File: src/rtl/fu_wbb_pkg.sv
`timescale 1ns/1ps
package fu_wbb_pkg;
  parameter int unsigned DEF_MAX_LAT = 4;

  function automatic int unsigned lat_width(input int unsigned max_lat);
    return (max_lat < 1) ? 1 : $clog2(max_lat + 1);
  endfunction
endpackage

File: src/rtl/wbb_slot_decode.sv
`timescale 1ns/1ps
// Turns a qualified index into a one-hot slot vector; codes outside the
// vector select nothing.
module wbb_slot_decode #(
  parameter int unsigned SLOTS  = 4,
  parameter int unsigned IDX_W  = 3,
  parameter int unsigned OFFSET = 0
) (
  input  logic             en,
  input  logic [IDX_W-1:0] idx,
  output logic [SLOTS-1:0] onehot
);
  for (genvar j = 0; j < SLOTS; j++) begin : g_slot
    assign onehot[j] = en && (idx == IDX_W'(j + OFFSET));
  end
endmodule

File: src/rtl/wbb_resv_shift.sv
`timescale 1ns/1ps
// Future-writeback reservation register: bit j = a writeback is booked
// j cycles from now.
module wbb_resv_shift #(
  parameter int unsigned SLOTS = 4
) (
  input  logic             clk,
  input  logic             rst_n,
  input  logic             flush,
  input  logic [SLOTS-1:0] set_vec,
  input  logic [SLOTS-1:0] clr_vec,
  output logic [SLOTS-1:0] busy_q
);
  logic [SLOTS-1:0] kept;
  logic [SLOTS-1:0] busy_d;

  always_comb begin
    kept   = busy_q & ~clr_vec;
    busy_d = (kept >> 1) | set_vec;
  end

  always_ff @(posedge clk) begin
    if (!rst_n || flush) busy_q <= '0;
    else                 busy_q <= busy_d;
  end

  // a flush leaves no reservation behind
  a_r7_flush_clears: assert property (@(posedge clk) disable iff (!rst_n)
    flush |=> (busy_q == '0));

  // a released slot does not reappear one position lower
  for (genvar j = 1; j < SLOTS; j++) begin : g_cancel_chk
    a_r6_cancel_drops: assert property (@(posedge clk) disable iff (!rst_n)
      (clr_vec[j] && !set_vec[j-1] && !flush) |=> !busy_q[j-1]);
  end

  // without flush or cancel, every held reservation moves down by one
  if (SLOTS >= 2) begin : g_shift_chk
    a_r3_shift_keeps: assert property (@(posedge clk) disable iff (!rst_n)
      (!flush && (clr_vec == '0)) |=>
        ((~busy_q[SLOTS-2:0] & $past(busy_q[SLOTS-1:1])) == '0));
  end
endmodule

File: src/rtl/fu_wb_busy_table.sv
`timescale 1ns/1ps
module fu_wb_busy_table #(
  parameter int unsigned MAX_LAT = fu_wbb_pkg::DEF_MAX_LAT,
  parameter int unsigned LAT_W   = fu_wbb_pkg::lat_width(MAX_LAT)
) (
  input  logic               clk,
  input  logic               rst_n,
  input  logic               flush,
  input  logic               deq_valid,
  input  logic [LAT_W-1:0]   deq_lat,
  input  logic               cancel_valid,
  input  logic [LAT_W-1:0]   cancel_slot,
  output logic [MAX_LAT:0]   blk_mask
);
  localparam int unsigned SLOTS = (MAX_LAT < 1) ? 1 : MAX_LAT;
  localparam logic [LAT_W-1:0] LAT_TOP = LAT_W'(MAX_LAT);

  logic [SLOTS-1:0] set_vec;
  logic [SLOTS-1:0] clr_vec;
  logic [SLOTS-1:0] busy_q;

  // latency L lands at slot L-1 once the vector has advanced
  wbb_slot_decode #(.SLOTS(SLOTS), .IDX_W(LAT_W), .OFFSET(1)) u_set_dec (
    .en(deq_valid), .idx(deq_lat), .onehot(set_vec));

  // a cancel addresses the slot as seen this cycle
  wbb_slot_decode #(.SLOTS(SLOTS), .IDX_W(LAT_W), .OFFSET(0)) u_clr_dec (
    .en(cancel_valid), .idx(cancel_slot), .onehot(clr_vec));

  wbb_resv_shift #(.SLOTS(SLOTS)) u_resv (
    .clk(clk), .rst_n(rst_n), .flush(flush),
    .set_vec(set_vec), .clr_vec(clr_vec), .busy_q(busy_q));

  assign blk_mask = {1'b0, busy_q[MAX_LAT-1:0]};

  // an in-range dequeue shows up one class lower on the next cycle
  a_r2_issue_books: assert property (@(posedge clk) disable iff (!rst_n)
    (deq_valid && !flush && (deq_lat >= LAT_W'(1)) && (deq_lat <= LAT_TOP))
      |=> blk_mask[$past(deq_lat) - LAT_W'(1)]);

  // codes 0 or beyond the top add no reservation
  a_r5_no_book_out_of_range: assert property (@(posedge clk) disable iff (!rst_n)
    (deq_valid && ((deq_lat == '0) || (deq_lat > LAT_TOP)))
      |=> ($countones(blk_mask) <= $past($countones(blk_mask))));

  // the port never issues into an occupied writeback slot
  a_r9_no_conflict: assert property (@(posedge clk) disable iff (!rst_n)
    (deq_valid && (deq_lat <= LAT_TOP)) |-> !blk_mask[deq_lat]);
endmodule

File: config.mk
export PLATFORM = sky130hd
export DESIGN_NAME = fu_wb_busy_table
export DESIGN_NICKNAME = d
export VERILOG_FILES = /design/src/rtl/fu_wbb_pkg.sv /design/src/rtl/wbb_slot_decode.sv /design/src/rtl/wbb_resv_shift.sv /design/src/rtl/fu_wb_busy_table.sv
export SDC_FILE = /design/constraint.sdc
export NUM_CORES = 1
export LEC_CHECK = 0
export ABC_AREA = 1
export BUFFER_PORTS_ARGS = -buffer_cell sky130_fd_sc_hd__buf_2
export CELL_PAD_IN_SITES_DETAIL_PLACEMENT = 1
export CELL_PAD_IN_SITES_GLOBAL_PLACEMENT = 1
export CORE_AREA = 5 5 42 44
export DETAILED_ROUTE_END_ITERATION = 10
export DIE_AREA = 0 0 47 49
export PLACE_DENSITY_LB_ADDON = 0.08
export SYNTH_ARGS = -nofsm -noshare
export SYNTH_HDL_FRONTEND = slang
export SYNTH_SLANG_ARGS = --single-unit
export TNS_END_PERCENT = 100
File: constraint.sdc
create_clock -name clk -period 0.8 [get_ports clk]
set_input_delay 0.04 -clock clk [delete_from_list [all_inputs] [get_ports clk]]
set_output_delay 0.04 -clock clk [all_outputs]
set_load 0.01 [all_outputs]
==> qor.log <==
INFO  run_status     outcome=finished clean
INFO  yosys          synth_area_per_cell=6.787squm
INFO  cts            worstSkewPairLatency=0.23ns
INFO  power_and_ir_drop power.share.sequential=0.392
INFO  setup_path     arrival_time_of_data_at_the_critical_path_endpoint=0.69ns
INFO  timing         hold_slack=0.02543ns
INFO  setup_path     path_class=reg2out
INFO  cts            postCtsSetupRepairBufs=0
INFO  power_and_ir_drop cell_internal_pwr=402.1uW
INFO  drt            drt-total-wl=628microns
INFO  grt            grtUsageTotal=0.05833
INFO  floorplan      die_w=47microns
INFO  grt            grt_max_degree=5
INFO  setup_path     critPathTopFamily=flip-flops
INFO  floorplan      die_area=2303squm
INFO  finish         syn2layout_area_growth=46.93%
INFO  cts            tritoncts_clock_tree=done
INFO  placement      gp_congestion=0.7292
INFO  timing         layout_min_cycle_time=0.7341ns
INFO  setup_path     worst-endpoint-required=0.76ns
INFO  finish         number_of_nets_in_the_finished_design=62
INFO  yosys          synth_warnings=0
INFO  drt            route.antenna.remaining_nets=0
INFO  power_and_ir_drop switching_power=118.4uW
INFO  power_and_ir_drop combPwrFrac=0.141
INFO  cts            h-tree-depth=1
INFO  setup_path     cpMaxStageDelayCell=sky130_fd_sc_hd__dfxtp_1
INFO  setup_path     crit_path_cell_trace=buf_2
INFO  finish         final_common_cell=sky130_fd_sc_hd__buf_2
INFO  drt            post_drt_via_cell_ratio=3.892
INFO  floorplan      core_area=1401squm
INFO  setup_path     end_kind=output port
INFO  yosys          synth_top_cells_by_area=sky130_fd_sc_hd__dfxtp_1 36%, sky130_fd_sc_hd__inv_1 12%, sky130_fd_sc_hd__nand2_1 12%
INFO  setup_path     critical_path.n_buffers_inverters=1
INFO  setup_path     longest_individual_stage_delay_on_the_worst_path=0.33ns
INFO  grt            first_pass_grt_wire_length=959microns
INFO  finish         layout-drive-gt1-share=0.4082
INFO  cts            clock_path_buffers=2
INFO  yosys          synth_area_leader_cell=sky130_fd_sc_hd__dfxtp_1
INFO  timing         slew_violations=0
INFO  timing         setup_viol=0
INFO  power_and_ir_drop vdd.ir_drop.worst=390.8uV
INFO  floorplan      start_util=0.1598
INFO  timing         final.period_utilization=0.9176
INFO  yosys          seq_area_frac_synth=0.3575
INFO  drt            dr_total_vias=253
INFO  setup_path     crit_path_max_fanout=2
INFO  cts            root_buffer=sky130_fd_sc_hd__clkbuf_4
INFO  timing         finalHoldViolCount=0
INFO  placement      io_buffer_count=14
INFO  power_and_ir_drop leakagePower=0.1772nW
INFO  floorplan      io_pins=16
INFO  drt            drtIter0Drc=1
INFO  setup_path     worst-r2r-cell-count=2
INFO  finish         number_of_flip_flops_under_the_largest_register_name=4
INFO  yosys          postSynthNetCount=44
INFO  grt            grt_pass1_vias=267
INFO  yosys          synth.top_cell.area_share=0.3575
INFO  timing         setup_tns_final=0ns
INFO  drt            detail_route.wl_per_cell=9.662microns
INFO  yosys          synthesis.area=224.0squm
INFO  floorplan      die_h=49microns
INFO  yosys          syn-instance-count=33
INFO  cts            cts-buffers-inserted=3
INFO  power_and_ir_drop clock_power_share=0.467
INFO  cts            cts.repair.resized=0
INFO  yosys          synth-seq-cells=4
INFO  grt            antenna_violations_before_repair=0
INFO  power_and_ir_drop power-per-cell-area=1582nW/um^2
INFO  finish         num_antenna_cells=0
INFO  grt            overflow=0
INFO  min_path       min_path_type=in2reg
INFO  cts            cts.sink_count=4
INFO  setup_path     worst-path-stages=1
INFO  cts            cts.reportedPaths.clkPinSlew=0.04ns
INFO  run            maxCapViolCount=0
INFO  finish         top_regs=u_resv.busy_q (4)
INFO  drt            detail_route.drc_violations=0
INFO  cts            ctsHoldBuffers=0
INFO  power_and_ir_drop switching_share_of_power=0.2275
INFO  setup_path     critPathLaunchType=register
INFO  timing         fmax=1362MHz
INFO  min_path       timing.hold.worst_path_depth=2
INFO  finish         most_flops_register=u_resv.busy_q
INFO  floorplan      rows=14
INFO  timing         fin_skew=0.006628ns
INFO  finish         layout.cells.most_common_list=14 x sky130_fd_sc_hd__buf_2, 7 x sky130_fd_sc_hd__inv_1, 7 x sky130_fd_sc_hd__nand2_1, 4 x sky130_fd_sc_hd__dfxtp_1
INFO  yosys          synth_cell_type_count=13
INFO  timing         rsz_0062_raised_after_global_routing=false
INFO  drt            firstDrtPassIters=2
==> cell usage after synthesis <==
| cell | number |
|---|---|
| sky130_fd_sc_hd__nand3b_1 | 1 |
| sky130_fd_sc_hd__a21oi_1 | 2 |
| sky130_fd_sc_hd__nor2_1 | 2 |
| sky130_fd_sc_hd__dfxtp_1 | 4 |
| sky130_fd_sc_hd__conb_1 | 1 |
| sky130_fd_sc_hd__inv_1 | 7 |
| sky130_fd_sc_hd__nand3_1 | 3 |
| sky130_fd_sc_hd__nor3_2 | 1 |
| sky130_fd_sc_hd__nor2_4 | 1 |
| sky130_fd_sc_hd__nor2_2 | 1 |
| sky130_fd_sc_hd__buf_4 | 1 |
| sky130_fd_sc_hd__nand4_1 | 2 |
| sky130_fd_sc_hd__nand2_1 | 7 |
==> logic make-up (layout without fill, tap and decap cells) <==
group,after synthesis,in the layout,share of synthesized area
compound gates,2,2,0.04469
flops,4,4,0.3576
simple gates,18,18,0.4302
buf+inv,8,24,0.1509
other cells,1,1,0.01674
==> worst paths after layout <==
check / to / slack, ns / from
hold / removal: u_resv.busy_q[3] / 0.03 / deq_lat[0]
setup / recovery: blk_mask[2] / 0.07 / u_resv.busy_q[2]
setup reg to reg: u_resv.busy_q[0] / 0.25 / u_resv.busy_q[1]
hold reg to reg: u_resv.busy_q[2] / 0.46 / u_resv.busy_q[3]
==> through the flow <==
step	setup WS, ns	std cells	power, mW	util	cell area [sq um]
floorplan	0.2221	33	0.2441	-	224.0
global placement	0.2031	62	0.2783	0.2188	306.5
detailed placement	0.1756	62	0.2814	0.2188	306.5
CTS	0.04770	65	0.5363	0.2348	329.1
global route	0.03839	65	0.5523	0.2348	329.1
finish	0.06590	65	0.5205	0.2348	329.1
==> layer usage <==
layer	wire length, microns	global-route usage	up-vias
met2	314	0.08371	12
met1	212	0.05895	108
met3	101	0.02583	0
met5	0	0	-
met4	0	0.05530	0
li1	-	-	133
==> power groups by stage <==
stage / sequential (mW) / clock (mW) / combinational, mW
final: 0.204 / 0.243 / 0.0732
after detailed placement: 0.207 / 0 / 0.0741
after CTS: 0.204 / 0.257 / 0.0746
after global placement: 0.207 / 0 / 0.0710
after global routing: 0.204 / 0.265 / 0.0834
after floorplan: 0.209 / 0 / 0.0355
==> cell type report <==
class | count | area [sq um]
clock buffer | 3 | 22.52
fill | 195 | 1072
inverter | 7 | 26.28
multi-input combinational | 21 | 110.1
sequential | 4 | 80.08
tap | 16 | 20.02
timing repair buffer | 14 | 70.07
Note: power is estimated with default switching activity, not from simulation.
